<file path="src/rtl/yuv_cap_pkg.sv">
package yuv_cap_pkg;
  typedef enum logic [1:0] {
    MODE_444     = 2'd0,
    MODE_422     = 2'd1,
    MODE_411     = 2'd2,
    MODE_422_EMB = 2'd3
  } cap_mode_e;
endpackage

</file>
<file path="src/rtl/yuv_cap_front.sv">
module yuv_cap_front
  import yuv_cap_pkg::*;
#(
  parameter int DW = 8
) (
  input  logic          clk_i,
  input  logic          rst_ni,
  input  cap_mode_e     mode_i,
  input  logic          cref_i,
  input  logic          href_i,
  input  logic [DW-1:0] y_i,
  input  logic [DW-1:0] c_i,
  input  logic [DW-1:0] v_i,
  output logic          stb_o,
  output logic          act_o,
  output logic [DW-1:0] y_o,
  output logic [DW-1:0] c_o,
  output logic [DW-1:0] v_o
);
  localparam int DEPTH = 4;
  localparam logic [DW-1:0] ALL1 = '1;
  localparam logic [DW-1:0] ALL0 = '0;

  logic [DW-1:0]    ly_q [DEPTH];
  logic [DW-1:0]    lc_q [DEPTH];
  logic [DEPTH-1:0] la_q;
  logic             win_q;
  logic             emb, code_hit, h_bit;

  assign emb      = (mode_i == MODE_422_EMB);
  assign code_hit = emb && (ly_q[2] == ALL1) && (ly_q[1] == ALL0) &&
                    (ly_q[0] == ALL0) && y_i[DW-1];
  assign h_bit    = y_i[DW-4];

  always_ff @(posedge clk_i or negedge rst_ni) begin
    if (!rst_ni) begin
      for (int i = 0; i < DEPTH; i++) begin
        ly_q[i] <= '0;
        lc_q[i] <= '0;
      end
      la_q  <= '0;
      win_q <= 1'b0;
    end else begin
      if (cref_i) begin
        for (int i = DEPTH-1; i > 0; i--) begin
          ly_q[i] <= ly_q[i-1];
          lc_q[i] <= lc_q[i-1];
          // an end code retracts the preamble already queued
          la_q[i] <= la_q[i-1] && !(code_hit && h_bit);
        end
        ly_q[0] <= y_i;
        lc_q[0] <= c_i;
        la_q[0] <= emb && win_q && !code_hit;
        if (code_hit) win_q <= !h_bit;
      end
      if (!emb) win_q <= 1'b0;
    end
  end

  assign stb_o = cref_i;
  assign act_o = emb ? la_q[DEPTH-1] : href_i;
  assign y_o   = emb ? ly_q[DEPTH-1] : y_i;
  assign c_o   = emb ? lc_q[DEPTH-1] : c_i;
  assign v_o   = v_i;

  a_r7_code_not_active: assert property (@(posedge clk_i) disable iff (!rst_ni)
    (cref_i && code_hit) |=> !la_q[0]);
  a_r7_end_code_retracts: assert property (@(posedge clk_i) disable iff (!rst_ni)
    (cref_i && code_hit && h_bit) |=> (la_q[DEPTH-1:1] == '0));
endmodule

</file>
<file path="src/rtl/yuv_cap_asm.sv">
module yuv_cap_asm
  import yuv_cap_pkg::*;
#(
  parameter int DW   = 8,
  parameter int GMAX = 4
) (
  input  logic          clk_i,
  input  logic          rst_ni,
  input  cap_mode_e     mode_i,
  input  logic          stb_i,
  input  logic          act_i,
  input  logic [DW-1:0] y_i,
  input  logic [DW-1:0] c_i,
  input  logic [DW-1:0] v_i,
  output logic          pix_valid_o,
  output logic          sol_o,
  output logic          eol_o,
  output logic          err_o,
  output logic [DW-1:0] y_o,
  output logic [DW-1:0] u_o,
  output logic [DW-1:0] v_o
);
  localparam int PW = $clog2(GMAX);
  localparam int CK = DW / 4;

  logic          act_q, sol_pend_q, out_sol_q, eol_pend_q;
  logic [PW-1:0] phase_q, qidx_q, ph, last;
  logic [PW:0]   qcnt_q;
  logic [DW-1:0] acc_y [GMAX];
  logic [DW-1:0] out_y [GMAX];
  logic [DW-1:0] acc_u, acc_v, out_u, out_v, nu, nv;

  always_comb begin
    unique case (mode_i)
      MODE_444: last = '0;
      MODE_411: last = PW'(GMAX-1);
      default:  last = PW'(1);
    endcase
  end

  assign ph = act_q ? phase_q : '0;

  always_comb begin
    unique case (mode_i)
      MODE_444: begin nu = c_i;   nv = v_i; end
      MODE_411: begin
        nu = {acc_u[DW-CK-1:0], c_i[DW-1 -: CK]};
        nv = {acc_v[DW-CK-1:0], c_i[DW-CK-1 -: CK]};
      end
      default:  begin nu = acc_u; nv = c_i; end
    endcase
  end

  always_ff @(posedge clk_i or negedge rst_ni) begin
    if (!rst_ni) begin
      act_q <= 1'b0; phase_q <= '0; qidx_q <= '0; qcnt_q <= '0;
      sol_pend_q <= 1'b0; out_sol_q <= 1'b0; eol_pend_q <= 1'b0;
      acc_u <= '0; acc_v <= '0; out_u <= '0; out_v <= '0;
      for (int i = 0; i < GMAX; i++) begin
        acc_y[i] <= '0;
        out_y[i] <= '0;
      end
      pix_valid_o <= 1'b0; sol_o <= 1'b0; eol_o <= 1'b0; err_o <= 1'b0;
      y_o <= '0; u_o <= '0; v_o <= '0;
    end else begin
      pix_valid_o <= 1'b0;
      sol_o       <= 1'b0;
      eol_o       <= 1'b0;
      err_o       <= 1'b0;
      // drain the last completed group, then release a pending end of line
      if (qcnt_q != '0) begin
        pix_valid_o <= 1'b1;
        sol_o       <= out_sol_q && (qidx_q == '0);
        y_o         <= out_y[qidx_q];
        u_o         <= out_u;
        v_o         <= out_v;
        qidx_q      <= qidx_q + 1'b1;
        qcnt_q      <= qcnt_q - 1'b1;
      end else if (eol_pend_q) begin
        eol_o      <= 1'b1;
        eol_pend_q <= 1'b0;
      end
      if (stb_i) begin
        act_q <= act_i;
        if (act_i) begin
          if (!act_q) sol_pend_q <= 1'b1;
          acc_y[ph] <= y_i;
          if (mode_i == MODE_411) begin
            acc_u <= nu;
            acc_v <= nv;
          end else if (ph == '0) begin
            acc_u <= c_i;
          end
          if (ph == last) begin
            for (int i = 0; i < GMAX; i++)
              out_y[i] <= (PW'(i) == ph) ? y_i : acc_y[i];
            out_u      <= nu;
            out_v      <= nv;
            out_sol_q  <= !act_q || sol_pend_q;
            sol_pend_q <= 1'b0;
            qcnt_q     <= {1'b0, last} + 1'b1;
            qidx_q     <= '0;
            phase_q    <= '0;
          end else begin
            phase_q <= ph + 1'b1;
          end
        end else if (act_q) begin
          eol_pend_q <= 1'b1;
          if (phase_q != '0) err_o <= 1'b1;
          phase_q <= '0;
        end
      end
    end
  end

  a_r3_eol_alone: assert property (@(posedge clk_i) disable iff (!rst_ni)
    eol_o |-> !pix_valid_o);
  a_r2_sol_on_pixel: assert property (@(posedge clk_i) disable iff (!rst_ni)
    sol_o |-> pix_valid_o);
  a_r1_hold_without_cref: assert property (@(posedge clk_i) disable iff (!rst_ni)
    !stb_i |=> ($stable(phase_q) && $stable(act_q) && $stable(acc_u)));
  a_r4_fixed_latency: assert property (@(posedge clk_i) disable iff (!rst_ni)
    (mode_i == MODE_444 && stb_i && act_i) |-> ##2 pix_valid_o);
  a_r8_err_at_close: assert property (@(posedge clk_i) disable iff (!rst_ni)
    err_o |-> $past(stb_i && !act_i && act_q));
  a_r5_queue_bound: assert property (@(posedge clk_i) disable iff (!rst_ni)
    qcnt_q <= (PW+1)'(GMAX));
endmodule

</file>
<file path="src/rtl/yuv_cap_limit.sv">
module yuv_cap_limit #(
  parameter int DW = 8,
  parameter int LO = 16,
  parameter int HI = 235
) (
  input  logic          en_i,
  input  logic [DW-1:0] d_i,
  output logic [DW-1:0] d_o
);
  localparam logic [DW-1:0] LO_V = DW'(LO);
  localparam logic [DW-1:0] HI_V = DW'(HI);

  always_comb begin
    if (en_i && d_i < LO_V)      d_o = LO_V;
    else if (en_i && d_i > HI_V) d_o = HI_V;
    else                         d_o = d_i;
  end
endmodule

</file>
<file path="src/rtl/yuv_capture_port.sv">
module yuv_capture_port
  import yuv_cap_pkg::*;
#(
  parameter int DW   = 8,
  parameter int GMAX = 4,
  parameter int Y_LO = 16,
  parameter int Y_HI = 235,
  parameter int C_LO = 16,
  parameter int C_HI = 240
) (
  input  logic          clk_i,
  input  logic          rst_ni,
  input  logic [1:0]    mode_i,
  input  logic          clip_en_i,
  input  logic          cref_i,
  input  logic          href_i,
  input  logic [DW-1:0] y_i,
  input  logic [DW-1:0] c_i,
  input  logic [DW-1:0] v_i,
  output logic          pix_valid_o,
  output logic          sol_o,
  output logic          eol_o,
  output logic          err_o,
  output logic [DW-1:0] y_o,
  output logic [DW-1:0] u_o,
  output logic [DW-1:0] v_o
);
  cap_mode_e     mode;
  logic          f_stb, f_act;
  logic [DW-1:0] f_y, f_c, f_v;
  logic [DW-1:0] raw [3];
  logic [DW-1:0] lim [3];

  assign mode = cap_mode_e'(mode_i);

  yuv_cap_front #(.DW(DW)) u_front (
    .clk_i, .rst_ni, .mode_i(mode), .cref_i, .href_i, .y_i, .c_i, .v_i,
    .stb_o(f_stb), .act_o(f_act), .y_o(f_y), .c_o(f_c), .v_o(f_v)
  );

  yuv_cap_asm #(.DW(DW), .GMAX(GMAX)) u_asm (
    .clk_i, .rst_ni, .mode_i(mode), .stb_i(f_stb), .act_i(f_act),
    .y_i(f_y), .c_i(f_c), .v_i(f_v),
    .pix_valid_o, .sol_o, .eol_o, .err_o,
    .y_o(raw[0]), .u_o(raw[1]), .v_o(raw[2])
  );

  for (genvar g = 0; g < 3; g++) begin : g_lim
    yuv_cap_limit #(
      .DW(DW),
      .LO(g == 0 ? Y_LO : C_LO),
      .HI(g == 0 ? Y_HI : C_HI)
    ) u_lim (
      .en_i(clip_en_i), .d_i(raw[g]), .d_o(lim[g])
    );
  end

  assign y_o = lim[0];
  assign u_o = lim[1];
  assign v_o = lim[2];

  a_r9_clip_range: assert property (@(posedge clk_i) disable iff (!rst_ni)
    (clip_en_i && pix_valid_o) |->
      (y_o >= DW'(Y_LO) && y_o <= DW'(Y_HI) &&
       u_o >= DW'(C_LO) && u_o <= DW'(C_HI) &&
       v_o >= DW'(C_LO) && v_o <= DW'(C_HI)));
  a_r10_quiet_in_reset: assert property (@(posedge clk_i)
    !rst_ni |-> !(pix_valid_o || eol_o || err_o || sol_o));
endmodule

</file>
<file path="config.mk">
export PLATFORM = sky130hd
export DESIGN_NAME = yuv_capture_port
export DESIGN_NICKNAME = d
export VERILOG_FILES = /design/src/rtl/yuv_cap_pkg.sv /design/src/rtl/yuv_cap_front.sv /design/src/rtl/yuv_cap_asm.sv /design/src/rtl/yuv_cap_limit.sv /design/src/rtl/yuv_capture_port.sv
export SDC_FILE = /design/constraint.sdc
export NUM_CORES = 1
export LEC_CHECK = 0
export BUFFER_PORTS_ARGS = -buffer_cell sky130_fd_sc_hd__buf_2
export CAP_MARGIN = 40
export CORE_MARGIN = 2
export CORE_UTILIZATION = 52
export CTS_CLUSTER_SIZE = 30
export DETAILED_ROUTE_END_ITERATION = 12
export PLACE_DENSITY_LB_ADDON = 0.1
export SLEW_MARGIN = 0
export SYNTH_ARGS = -nofsm -noshare
export SYNTH_HDL_FRONTEND = slang
export SYNTH_SLANG_ARGS = --single-unit
export TNS_END_PERCENT = 50
</file>
<file path="constraint.sdc">
create_clock -name clk_i -period 3.4 [get_ports clk_i]
set_clock_uncertainty 0.15 [all_clocks]
set_input_delay 0.17 -clock clk_i [delete_from_list [all_inputs] [get_ports clk_i]]
set_output_delay 0.17 -clock clk_i [all_outputs]
set_load 0.01 [all_outputs]
</file>
# After elaboration in Yosys (flattened, before gate mapping)
# Cells that the tools add are included.
[totals]
out_inout_bits = 28
ff_bits = 202
in_bits = 31
[classes]
order_cmp = 9
n_bitwise = 2
eq_ne = 10
n_mux = 53
reduce_logical = 39
add_sub_neg = 4
[ops]
columns = ["cell", "count"]
rows = [
  ["two-way mux 8 bit", 17],
  ["bitwise mux 32 bit", 1],
  ["case mux 8 bit (2 select lines)", 2],
  ["> comparator 8 bit, second input constant", 3],
  ["< comparator 8 x 5 -> 1 bit, second input constant", 3],
  ["logical AND 1 bit", 18],
  ["two-way mux 1 bit", 18],
  ["binary-select mux 8 bit (select 2 bit)", 1],
  ["demux 8 bit (select 2 bit)", 1],
  ["zero test 8 bit", 2],
  ["two-way mux 2 bit", 8],
  ["two-way mux 3 bit", 4],
  ["AND reduction 3 bit", 4],
  ["equality test 8 bit, second input constant", 1],
  ["greater-or-equal comparator 3 bit, second input constant", 2],
  ["zero test 2 bit", 3],
  ["inequality test 2 bit, second input constant", 3],
  ["inverter 2 -> 3 bit", 2],
  ["AND reduction 2 bit", 3],
  ["nonzero test 2 bit", 3],
  ["adder 2 x 1 -> 2 bit, second input constant", 2],
  ["equality test 2 bit, first input constant", 2],
  ["equality test 2 bit, second input constant", 2],
  ["zero test 1 bit", 4],
  ["8 further kinds", 8],
]

# Longest topological paths before layout
# Gate-level depths: netlist of the first run.
[logic_depth]
ltp_word = 8
depth_mapped = 8
mapped_depth_nobuf = 6

# Modules after synthesis
# Synthesis of the first run repeated with hierarchy kept, for this count alone.
[unflattened]
cells_unflattened = 743
hier_area_um2 = 9344.0
[modules_own_cells]
columns = ["module", "seq_area_each_um2", "instances", "area_per_inst_um2", "cells_per_inst"]
rows = [
  ["yuv_cap_asm", 3328.2, 1, 6162.2, 510],
  ["yuv_cap_front", 1726.7, 1, 2919.0, 192],
  ["yuv_cap_limit at g_lim[1].u_lim ...", 0.0, 2, 77.6, 12],
  ["yuv_cap_limit at g_lim[0].u_lim", 0.0, 1, 107.6, 17],
]

# Least setup slack after synthesis of the first run
# OpenSTA, ideal clock, no wires.
[synth_path]
path_type = "reg-to-reg"
start = "reg u_front.ly_q[19] (netlist bit)"
end = "reg u_front.win_q"
path_slack_ns = 1.143
arrival_ns = 2.023
n_path_buf = 0
t_required_ns = 3.166
synth_period_minus_slack_ns = 2.257
path_stages_with_launch = 5
cell_sequence = "dfrtp_1 -> or4_1 -> or4_4 -> or4_1 -> a21oi_1"
[synth_between]
elab_chain_cells = 6
[synth_rtl]
columns = ["item", "line_no", "text"]
rows = [
  ["from (decl)", "yuv_cap_front.sv:24", "logic [DW-1:0] ly_q [DEPTH];"],
  ["from (signal, indexed assignment)", "yuv_cap_front.sv:46", "ly_q[i] <= ly_q[i-1];"],
  ["zero test 8 bit", "yuv_cap_front.sv:31", "assign code_hit = emb && (ly_q[2] == ALL1) && (ly_q[1] == ALL0) &&"],
  ["logical AND 1 bit (2 in series)", "yuv_cap_front.sv:31", ""],
  ["logical AND 1 bit", "yuv_cap_front.sv:32", "(ly_q[0] == ALL0) && y_i[DW-1];"],
  ["inequality test 2 bit (no line)", "--", ""],
  ["AND reduction 2 bit (no line)", "--", ""],
  ["to (signal assigned)", "yuv_cap_front.sv:54", "if (code_hit) win_q <= !h_bit;"],
  ["to (decl)", "yuv_cap_front.sv:27", "logic win_q;"],
]
# No other way between the ends.
# A chain may end at the register's enable or synchronous reset.

# Final worst setup path of the first run
[layout_path]
start = "in mode_i[1]"
end = "reg u_asm.out_y[18] (netlist bit)"
[layout_between]
elab_chain_cells = 4
[layout_rtl]
columns = ["item", "line_no", "text"]
rows = [
  ["from (decl)", "yuv_capture_port.sv:13", "input logic [1:0] mode_i,"],
  ["equality test 2 bit or zero test 2 bit (tied branches)", "yuv_cap_asm.sv:34", "unique case (mode_i)"],
  ["case mux 2 bit (2 select lines)", "yuv_cap_asm.sv:34", ""],
  ["equality test 2 bit", "yuv_cap_asm.sv:94", "if (ph == last) begin"],
  ["AND reduction 3 bit (no line)", "--", ""],
  ["to (signal, indexed assignment)", "yuv_cap_asm.sv:96", "out_y[i] <= (PW'(i) == ph) ? y_i : acc_y[i];"],
  ["to (decl)", "yuv_cap_asm.sv:30", "logic [DW-1:0] out_y [GMAX];"],
]
# Parallel ways exist; a longest one is shown, timed or not.

==> out/qor.json, run 1 <==
{
  "global_route": {
    "grt_busiest_layer": "met1",
    "gr-usage-met3_pct": 3.09,
    "grt_first_pass_wirelength_mm": 30.4,
    "gr_met2_demand_resource_pct": 31.5,
    "grt_antenna_before_repair": 0,
    "global_route.usage.total_pct": 20.8,
    "first_global_vias": 5813,
    "grt_start_max_net_pins": 109,
    "gr-total-overflow": 0,
    "groute.layer.met1.usage_pct": 31.7
  },
  "logic_synthesis": {
    "post_synth_inst_count": 747,
    "synth_cell_type_count": 43,
    "synth_largest_area_cell": "sky130_fd_sc_hd__dfrtp_1",
    "ys_dominant_reg_cell": "sky130_fd_sc_hd__dfrtp_1",
    "yosys-top-cells-count": "202 x sky130_fd_sc_hd__dfrtp_1, 143 x sky130_fd_sc_hd__mux2_2, 66 x sky130_fd_sc_hd__nand2_1, 64 x sky130_fd_sc_hd__o21ai_0",
    "post_synth_instance_area_um2": 9070,
    "synth-seq-cells": 202,
    "synth_area_leaders": "sky130_fd_sc_hd__dfrtp_1 56%, sky130_fd_sc_hd__mux2_2 18%, sky130_fd_sc_hd__mux4_2 4.0%",
    "synth_nets": 785,
    "syn_avg_cell_area_um2": 12.1,
    "synthesis.yosys.warnings": 0,
    "yosysSeqAreaShare_pct": 55.7,
    "yosys.area.top_type_share_pct": 55.7,
    "synth_edf_count": 0,
    "synthMostInstantiatedCell": "sky130_fd_sc_hd__dfrtp_1",
    "fraction_of_synthesis_flops_using_an_asynchronous_set_or_reset_pin_pct": 100
  },
  "worst_setup_path": {
    "timing.critical_path.fanout_max": 55,
    "endpoint_kind": "flip-flop",
    "worst_setup_path_start_kind": "input port",
    "r2r_setup_slack_ns": 0.95,
    "crit_type": "in2reg",
    "critPathArrivalTime_ns": 2.94,
    "timing.rr.start": "u_asm.phase_q[1]",
    "r2r-end": "u_asm.out_y[18]",
    "required_ns": 3.63,
    "rr_worst_depth": 5
  },
  "drt": {
    "initialDrtViolationCount": 418,
    "wirelength_mm": 18.4,
    "final_antenna_net_count": 0,
    "viasPerCell": 5.53,
    "route.vias.total": 5794,
    "detail_route.first_pass.iterations": 4,
    "detail_route.wl_per_cell_um": 17.6,
    "post-route-drc-count": 0
  },
  "finish": {
    "drive_gt1_share_pct": 32.8,
    "layoutNonFillerInstCount": 1048,
    "antennaDiodeCount": 0,
    "area_delta_synth_final_pct": 15.9,
    "finalNetCount": 845,
    "fillerInstances": 1402
  },
  "clocking": {
    "cts_made_buffers": 22,
    "worstSkewPairLatency_ns": 0.49,
    "cts.repair.resized": 0,
    "cts_max_path_buffers": 3,
    "cts.htree.levels": 1,
    "ctsRootBufferMaster": "sky130_fd_sc_hd__clkbuf_16",
    "clkSlewWorstSetupHoldPaths_ns": 0.06,
    "clock_tree_from_tritoncts": "yes",
    "cts.sink_count": 202,
    "post-cts-setup-buffer-count": 0
  },
  "timing": {
    "timing.max_slew.rel_slack_pct": 44.2,
    "highest_achievable_clock_rate_mhz": 370,
    "rsz0062_at_grt": "no",
    "period_utilisation_layout_pct": 79.5,
    "totalNegativeSetupSlack_ns": 0,
    "worstMarginPinSlew_ns": 0.813,
    "layout_min_cycle_time_ns": 2.70,
    "final_hold_viol_count": 0,
    "finalSetupViolCount": 0,
    "report.final.slew_viol_count": 0
  },
  "floorplanning": {
    "die_area_um2": 18500,
    "core_area_um2": 17200,
    "fp.dieH_um": 136,
    "initial_core_util_pct": 52.8,
    "floorplan.rows": 48,
    "io_pins": 59,
    "die_x_um": 136
  },
  "status": {
    "run_status": "completed"
  },
  "pwr": {
    "power.leakage_uw": 0.00478,
    "clockPowerShare_pct": 31.0,
    "cellPowerDensity_nw_per_um2": 749,
    "power.share.sequential_pct": 45.5,
    "p_int_uw": 5630,
    "swShare_pct": 28.5,
    "switchingPower_uw": 2240,
    "vdd.ir_drop.worst_uv": 441,
    "comb_power_share_pct": 23.6
  },
  "placed_design": {
    "hpwlAfterDp_mm": 12.3,
    "port-buffer-count": 58,
    "placedCellCount": 990,
    "place_congestion": 0.810
  },
  "worst_hold_path": {
    "min_path_type": "in2reg",
    "hold_start": "v_i[6]",
    "hold-path-cell-count": 3,
    "worst_hold_path.endpoint": "u_asm.out_v[6]"
  },
  "run": {
    "maxCapViolCount": 0
  }
}
-- flip-flops by register name, indices dropped and copies added, names as in the netlist, 2 cells and up --
register,count
u_asm.acc_v,6
u_asm.v_o,8
u_front.ly_q,32
u_front.la_q,4
u_asm.acc_y,32
u_asm.y_o,8
u_asm.out_v,8
u_asm.u_o,8
u_asm.phase_q,2
u_asm.out_y,32
u_asm.out_u,8
u_asm.qcnt_q,3
u_front.lc_q,32
u_asm.qidx_q,2
u_asm.acc_u,8
-- kinds of logic after synthesis --
kind of cell,after synthesis,synth area share (%)
adders and majority gates,7,0.965
and+or+nand+nor,159,8.03
buffers and inverters,67,2.87
muxes,185,24.6
DFF,202,55.7
xor gates and xnor gates,2,0.193
AOI/OAI and AO/OA,125,7.64
-- routing by layer --
metal | up-vias | wire length, µm
met4 | 0 | 227
met3 | 18 | 878
li1 | 2774 | -
met1 | 2889 | 8860
met2 | 113 | 8440
met5 | - | 0
-- worst max-delay path, stage by stage --
cell and delay [ns]:
sky130_fd_sc_hd__dlygate4sd3_1 0.54, sky130_fd_sc_hd__buf_2 0.19, sky130_fd_sc_hd__a21boi_1 0.46, sky130_fd_sc_hd__o21ai_1 0.35, sky130_fd_sc_hd__a21oi_4 0.19, sky130_fd_sc_hd__buf_4 0.59, sky130_fd_sc_hd__mux2_2 0.41
-- stage by stage --
step                      total power (µW)  worst slack [ns]  hold WS, ns  utilization (%)  cell area, µm²
after floorplan                       4860              1.14       -0.276                -            9070
after global placement                5360             0.787        0.196             55.6            9550
after detailed placement              5480             0.744        0.203             55.7            9570
after CTS                             7970             0.711      0.00516             61.2           10500
after global routing                  8350             0.500       0.0142             61.2           10500
final                                 7870             0.695       0.0179             61.2           10500
-- power groups by stage --
stage / clock [µW] / combinational (µW) / sequential, µW
after CTS: 2500 / 1880 / 3580
after global placement: 0 / 1790 / 3580
after detailed placement: 0 / 1860 / 3620
final: 2440 / 1860 / 3580
after floorplan: 0 / 1450 / 3400
after global routing: 2610 / 2070 / 3670
-- placed cells by master (no fill, tap or decap), types with 4 or more instances in the layout --
cell	Yosys	layout
sky130_fd_sc_hd__clkbuf_16	0	23
sky130_fd_sc_hd__o211ai_1	4	4
sky130_fd_sc_hd__mux2_2	143	143
sky130_fd_sc_hd__clkbuf_1	42	4
sky130_fd_sc_hd__o21a_1	4	4
sky130_fd_sc_hd__nand3_1	10	10
sky130_fd_sc_hd__nand4_1	5	5
sky130_fd_sc_hd__nor3_1	4	4
sky130_fd_sc_hd__nand2b_1	5	5
sky130_fd_sc_hd__nor2_1	42	42
sky130_fd_sc_hd__buf_2	7	57
sky130_fd_sc_hd__nand2_1	66	66
sky130_fd_sc_hd__mux4_2	16	16
sky130_fd_sc_hd__inv_1	13	13
sky130_fd_sc_hd__clkbuf_8	0	7
sky130_fd_sc_hd__nor4_1	7	7
sky130_fd_sc_hd__dfrtp_1	202	202
sky130_fd_sc_hd__mux2i_1	26	26
sky130_fd_sc_hd__a21oi_1	35	35
sky130_fd_sc_hd__o21ai_0	64	64
sky130_fd_sc_hd__ha_1	7	7
sky130_fd_sc_hd__and2_1	6	6
sky130_fd_sc_hd__buf_4	0	13
sky130_fd_sc_hd__dlygate4sd3_1	0	18
-- final cells by class --
type	instances	area, µm²	share of cell area (%)
tap	225	282	2.68
clock inverter	7	91.3	0.869
timing repair buffer	90	597	5.68
clock buffer	33	673	6.40
sequential	202	5050	48.1
multi-input combinational	478	3760	35.8
inverter	13	48.8	0.464
-- worst max-delay path by stage --
stage                           startpoint              end  slack (ns)  depth (start not counted)
after floorplan           u_front.ly_q[19]    u_front.win_q        1.14                          4
after global placement           mode_i[1]  u_asm.out_y[10]        0.79                          6
after detailed placement         mode_i[1]  u_asm.out_y[25]        0.74                          6
after CTS                        mode_i[1]   u_asm.out_u[6]        0.71                          7
after global routing             mode_i[1]  u_asm.out_y[21]        0.50                          7
final                            mode_i[1]  u_asm.out_y[18]        0.70                          7
-- timing repair --
action / 4_1_cts / 5_1_grt
setup endpoints to repair: 0 / 0
hold buffers: 18 / 0
hold endpoints to repair: 134 / 0
Power figures use the tool's default switching activity.
==> inputs of run 2 (changes only) <==
- clock period: 3.4 -> 2.4 ns (I/O delays scaled with it)
==> run 2 against run 1 <==
Final cell count up 2.7%; routed wire length up 1.7%; power up 45%; combinational power up 49%; global-route usage up 0.53 points; clock-buffer cell count down 1; sequential power up 40%; register-to-register slack worse by 0.87 ns; worst setup slack worse by 0.61 ns; critical path type is now reg2reg.
==> out/qor.json, run 2 (synthesis gave the netlist of run 1 again) <==
{
  "status": {
    "run_status": "completed"
  },
  "drt": {
    "route.vias.total": 5904,
    "initialDrtViolationCount": 358,
    "wirelength_mm": 18.7,
    "detail_route.first_pass.iterations": 4,
    "viasPerCell": 5.49,
    "post-route-drc-count": 0,
    "final_antenna_net_count": 0,
    "detail_route.wl_per_cell_um": 17.4
  },
  "global_route": {
    "first_global_vias": 5915,
    "grt_antenna_before_repair": 0,
    "global_route.usage.total_pct": 21.3,
    "gr-total-overflow": 0,
    "grt_start_max_net_pins": 82,
    "grt_first_pass_wirelength_mm": 31.3
  },
  "timing": {
    "timing.max_slew.rel_slack_pct": 56.0,
    "worstMarginPinSlew_ns": 0.660,
    "totalNegativeSetupSlack_ns": 0,
    "period_utilisation_layout_pct": 96.6,
    "final_hold_viol_count": 0,
    "report.final.slew_viol_count": 0,
    "layout_min_cycle_time_ns": 2.32,
    "highest_achievable_clock_rate_mhz": 431,
    "rsz0062_at_grt": "no",
    "finalSetupViolCount": 0
  },
  "pwr": {
    "swShare_pct": 28.2,
    "power.leakage_uw": 0.00493,
    "vdd.ir_drop.worst_uv": 618,
    "comb_power_share_pct": 24.2,
    "clockPowerShare_pct": 32.1,
    "power.share.sequential_pct": 43.7,
    "cellPowerDensity_nw_per_um2": 1060,
    "switchingPower_uw": 3230,
    "p_int_uw": 8220,
    "fin_total_pwr_uw": 11400
  },
  "floorplanning": {
    "core_area_um2": 17200,
    "fp.dieH_um": 136,
    "io_pins": 59,
    "die_area_um2": 18500,
    "floorplan.rows": 48,
    "initial_core_util_pct": 52.8,
    "die_x_um": 136
  },
  "finish": {
    "fillerInstances": 1385,
    "final_area_um2": 10800,
    "finalNetCount": 873,
    "layout.cells.most_common": "sky130_fd_sc_hd__dfrtp_1",
    "antennaDiodeCount": 0,
    "layout_common_cells": "202 x sky130_fd_sc_hd__dfrtp_1, 143 x sky130_fd_sc_hd__mux2_2, 66 x sky130_fd_sc_hd__nand2_1, 64 x sky130_fd_sc_hd__o21ai_0, 57 x sky130_fd_sc_hd__buf_2",
    "drive_gt1_share_pct": 34.1,
    "area_delta_synth_final_pct": 19.3
  },
  "worst_hold_path": {
    "min_path_type": "in2reg"
  },
  "placed_design": {
    "hpwlAfterDp_mm": 12.8,
    "post_dp_cell_area_um2": 9730,
    "place_congestion": 0.813,
    "port-buffer-count": 58
  },
  "worst_setup_path": {
    "endpoint_kind": "flip-flop",
    "worst_setup_path_start_kind": "flip-flop",
    "timing.critical_path.fanout_max": 4,
    "critPathArrivalTime_ns": 2.59,
    "required_ns": 2.67,
    "crit_type": "reg2reg"
  },
  "clocking": {
    "cts.htree.levels": 1,
    "cts_made_buffers": 22,
    "ctsRootBufferMaster": "sky130_fd_sc_hd__clkbuf_16",
    "worstSkewPairLatency_ns": 0.50,
    "clkSlewWorstSetupHoldPaths_ns": 0.06,
    "clock_tree_from_tritoncts": "yes",
    "cts_max_path_buffers": 3,
    "cts.sink_count": 202
  },
  "run": {
    "maxCapViolCount": 0
  }
}
run 2: what timing repair did:
item | in CTS | in global routing
buffers inserted | 0 | 0
hold buffers | 28 | 0
setup endpoints to repair | 0 | 1
gates resized for setup | 0 | 2
endpoints found under the hold margin | 140 | 0
run 2: path summary, 6_finish.rpt:
path                                  start              end  slack, ns  cells after the start
max                        u_front.ly_q[19]    u_front.win_q       0.08                      4
min                                  v_i[1]   u_asm.acc_v[1]       0.03                      3
max reg2reg                u_front.ly_q[19]    u_front.win_q       0.08                      4
min reg2reg                 u_asm.acc_y[28]  u_asm.acc_y[28]       0.33                      2
max in group asynchronous            rst_ni   u_asm.acc_v[4]       1.24                      3
min in group asynchronous            rst_ni  u_asm.out_y[19]       0.09                      2
run 2: stage by stage:
step / std cells / utilization [%] / hold WS, ns / setup slack [ns]
6_report: 1076 / 63.0 / 0.0269 / 0.0815
5_1_grt: 1076 / 63.0 / 0.0104 / 0.0122
4_1_cts: 1076 / 62.9 / 0.00244 / 0.0297
3_5_place_dp: 1008 / 56.6 / 0.0614 / 0.0351
3_3_place_gp: 1005 / 56.5 / 0.0571 / 0.0632
2_1_floorplan: 747 / - / -0.326 / 0.143
run 2: layout make-up:
class | instances | area (µm²) | area share (%)
clock buffer | 32 | 659 | 6.09
timing repair buffer | 118 | 857 | 7.92
clock inverter | 8 | 145 | 1.34
tap | 225 | 282 | 2.60
sequential | 202 | 5050 | 46.7
inverter | 13 | 48.8 | 0.451
multi-input combinational | 478 | 3770 | 34.9
run 2: power by group through the flow:
stage / combinational [µW] / sequential (µW) / clock, µW
after floorplan: 2060 / 4820 / 0
after global placement: 2640 / 5000 / 0
after detailed placement: 2750 / 5070 / 0
after CTS: 2810 / 5010 / 3750
after global routing: 3100 / 5140 / 3880
final: 2770 / 5010 / 3670
run 2: worst max-delay path: stages (launching register included):
cell                      delay [ns]
sky130_fd_sc_hd__dfrtp_1        0.39
sky130_fd_sc_hd__or4_1          0.54
sky130_fd_sc_hd__or4_4          0.52
sky130_fd_sc_hd__or4_4          0.53
sky130_fd_sc_hd__a21oi_2        0.12
run 2: routing by layer:
layer	GRT usage, %	wire [µm]
met4	5.15	262
met5	0	0
met1	32.8	9280
met2	31.6	8380
met3	3.65	801
==> inputs of run 3 (changes only) <==
- SYNTH_HIERARCHICAL: default -> 1
==> run 3 against run 2 <==
The run now ends with negative hold slack left; worst setup slack better by 0.13 ns; critical path type unchanged; power down 2.7%; sequential power up 1%; clock power down 9.3%.
==> out/qor.json, run 3 <==
{
  "floorplanning": {
    "floorplan.rows": 49,
    "initial_core_util_pct": 52.6,
    "die_x_um": 138,
    "die_area_um2": 19100,
    "io_pins": 59,
    "core_area_um2": 17800,
    "fp.dieH_um": 138
  },
  "timing": {
    "totalNegativeSetupSlack_ns": 0,
    "timing.max_slew.rel_slack_pct": 40.8,
    "rsz0062_at_grt": "no",
    "report.final.slew_viol_count": 0,
    "period_utilisation_layout_pct": 91.0,
    "final_hold_viol_count": 1,
    "holdWs_ns": -0.0159,
    "finalSetupViolCount": 0,
    "worstMarginPinSlew_ns": 0.887,
    "highest_achievable_clock_rate_mhz": 458,
    "layout_min_cycle_time_ns": 2.18
  },
  "drt": {
    "post-route-drc-count": 0,
    "viasPerCell": 5.52,
    "detail_route.first_pass.iterations": 5,
    "route.vias.total": 5878,
    "wirelength_mm": 19.4,
    "detail_route.wl_per_cell_um": 18.3,
    "final_antenna_net_count": 0,
    "initialDrtViolationCount": 245
  },
  "finish": {
    "finalNetCount": 853,
    "drive_gt1_share_pct": 35.3,
    "area.sequential_um2": 5050,
    "area_delta_synth_final_pct": 16.3,
    "multi_input_area_um2": 3960,
    "layout_common_cells": "202 x sky130_fd_sc_hd__dfrtp_1, 140 x sky130_fd_sc_hd__mux2_2, 133 x sky130_fd_sc_hd__nand2_1, 57 x sky130_fd_sc_hd__buf_2, 48 x sky130_fd_sc_hd__mux2_1",
    "layout.cells.most_common": "sky130_fd_sc_hd__dfrtp_1",
    "fillerInstances": 1425,
    "antennaDiodeCount": 0
  },
  "pwr": {
    "power.leakage_uw": 0.00509,
    "vdd.ir_drop.worst_uv": 711,
    "cellPowerDensity_nw_per_um2": 1020
  },
  "placed_design": {
    "place_congestion": 0.796,
    "port-buffer-count": 58,
    "hpwlAfterDp_mm": 13.1
  },
  "status": {
    "failing_checks": "negative hold slack",
    "run_status": "finished with violations"
  },
  "logic_synthesis": {
    "fraction_of_synthesis_flops_using_an_asynchronous_set_or_reset_pin_pct": 100,
    "synth_edf_count": 0,
    "synthesis.yosys.warnings": 6,
    "synth_largest_area_cell": "sky130_fd_sc_hd__dfrtp_1",
    "post_synth_inst_count": 743,
    "yosysSeqAreaShare_pct": 54.1,
    "synth_area_leaders": "sky130_fd_sc_hd__dfrtp_1 54%, sky130_fd_sc_hd__mux2_2 17%, sky130_fd_sc_hd__mux2_1 5.8%",
    "syn_avg_cell_area_um2": 12.6,
    "yosys-top-cells-count": "202 x sky130_fd_sc_hd__dfrtp_1, 140 x sky130_fd_sc_hd__mux2_2, 133 x sky130_fd_sc_hd__nand2_1, 48 x sky130_fd_sc_hd__mux2_1, 29 x sky130_fd_sc_hd__o21ai_0",
    "ys_dominant_reg_cell": "sky130_fd_sc_hd__dfrtp_1",
    "synth_cell_type_count": 56,
    "synth_nets": 777,
    "yosys.area.top_type_share_pct": 54.1,
    "synth-seq-cells": 202,
    "synthMostInstantiatedCell": "sky130_fd_sc_hd__dfrtp_1",
    "post_synth_instance_area_um2": 9340
  },
  "clocking": {
    "cts.htree.levels": 1,
    "cts.sink_count": 202,
    "clkSlewWorstSetupHoldPaths_ns": 0.06,
    "ctsRootBufferMaster": "sky130_fd_sc_hd__clkbuf_16",
    "cts_made_buffers": 23,
    "cts_max_path_buffers": 3,
    "clock_tree_from_tritoncts": "yes",
    "worstSkewPairLatency_ns": 0.50
  },
  "global_route": {
    "grt_antenna_before_repair": 0,
    "grt_start_max_net_pins": 76,
    "global_route.usage.total_pct": 20.7,
    "first_global_vias": 6154,
    "grt_first_pass_wirelength_mm": 32.1,
    "gr-total-overflow": 0
  },
  "worst_setup_path": {
    "crit_type": "reg2reg",
    "rr_worst_depth": 4,
    "required_ns": 2.63,
    "endpoint_kind": "flip-flop",
    "timing.critical_path.fanout_max": 9,
    "worst_setup_path_start_kind": "flip-flop",
    "critPathArrivalTime_ns": 2.42,
    "r2r_setup_slack_ns": 0.22
  },
  "run": {
    "maxCapViolCount": 0
  },
  "worst_hold_path": {
    "hold-path-cell-count": 4,
    "min_path_type": "in2reg"
  }
}
run 3: cell types whose count changed in the layout (fill, tap and decap cells not counted), moves of 9 or more:
cell	change
sky130_fd_sc_hd__a21oi_1	-27
sky130_fd_sc_hd__buf_4	-10
sky130_fd_sc_hd__mux2_1	+48
sky130_fd_sc_hd__mux2i_1	-9
sky130_fd_sc_hd__nand2_1	+67
sky130_fd_sc_hd__nor2_1	-36
sky130_fd_sc_hd__o21ai_0	-35
run 3: layer usage:
metal	share of wire (%)	global-route usage, %	vias up
met3	2.9	2.70	23
met5	0	0	-
li1	-	-	2761
met4	1.3	4.56	0
met2	51	36.6	81
met1	45	27.5	3013
run 3: path summary, 6_finish.rpt:
kind | startpoint | end
worst min register to register | u_asm/u_o[1] | u_asm/u_o[1]
worst max register to register | u_asm/phase_q[1] | u_asm/acc_y[8]
worst min-delay path | v_i[6] | u_asm/out_v[6]
max in group asynchronous | rst_ni | u_asm/y_o[3]
worst max-delay path | u_asm/phase_q[1] | u_asm/acc_y[8]
min in group asynchronous | rst_ni | u_front/lc_q[13]
run 3: critical path: stages, from the launching register on:
cell and delay [ns]:
sky130_fd_sc_hd__dfrtp_1 0.51, sky130_fd_sc_hd__inv_2 0.09, sky130_fd_sc_hd__or3_1 0.58, sky130_fd_sc_hd__nor2_4 0.36, sky130_fd_sc_hd__mux2_2 0.38
run 3: what timing repair did:
item,in CTS,in global routing
buffers inserted,0,2
hold buffers,21,0
setup endpoints to repair,0,42
endpoints found under the hold margin,230,0
gates resized for setup,0,0
run 3: logic make-up after synthesis:
logic type	Yosys count	share of synthesized area (%)
compound gates	64	4.47
xor+xnor	2	0.188
fa+ha+maj	3	0.402
buf+inv	63	3.51
flops	202	54.1
mux	220	27.5
simple gates	189	9.82
run 3: cell type report:
cell class                 count  share of cell area (%)
inverter                      10                   0.345
clock inverter                 6                   0.334
multi-input combinational    478                    36.5
clock buffer                  36                    6.48
timing repair buffer         104                    7.20
sequential                   202                    46.5
tap                          229                    2.64
run 3: report_power, final:
group          internal (µW)  switching (µW)
Sequential              4380             692
Combinational           1430            1290
Clock                   2010            1320
run 3: metrics by stage:
step | setup slack, ns | std cells | power [µW] | util (%) | cell area (µm²)
3_5_place_dp | 0.124 | 1000 | 7840 | 55.6 | 9880
3_3_place_gp | 0.171 | 1000 | 7690 | 55.6 | 9880
5_1_grt | 0.0807 | 1065 | 11800 | 61.1 | 10900
2_1_floorplan | 0.340 | 743 | 6930 | - | 9340
4_1_cts | 0.0916 | 1063 | 11300 | 61.0 | 10800
6_report | 0.215 | 1065 | 11100 | 61.1 | 10900
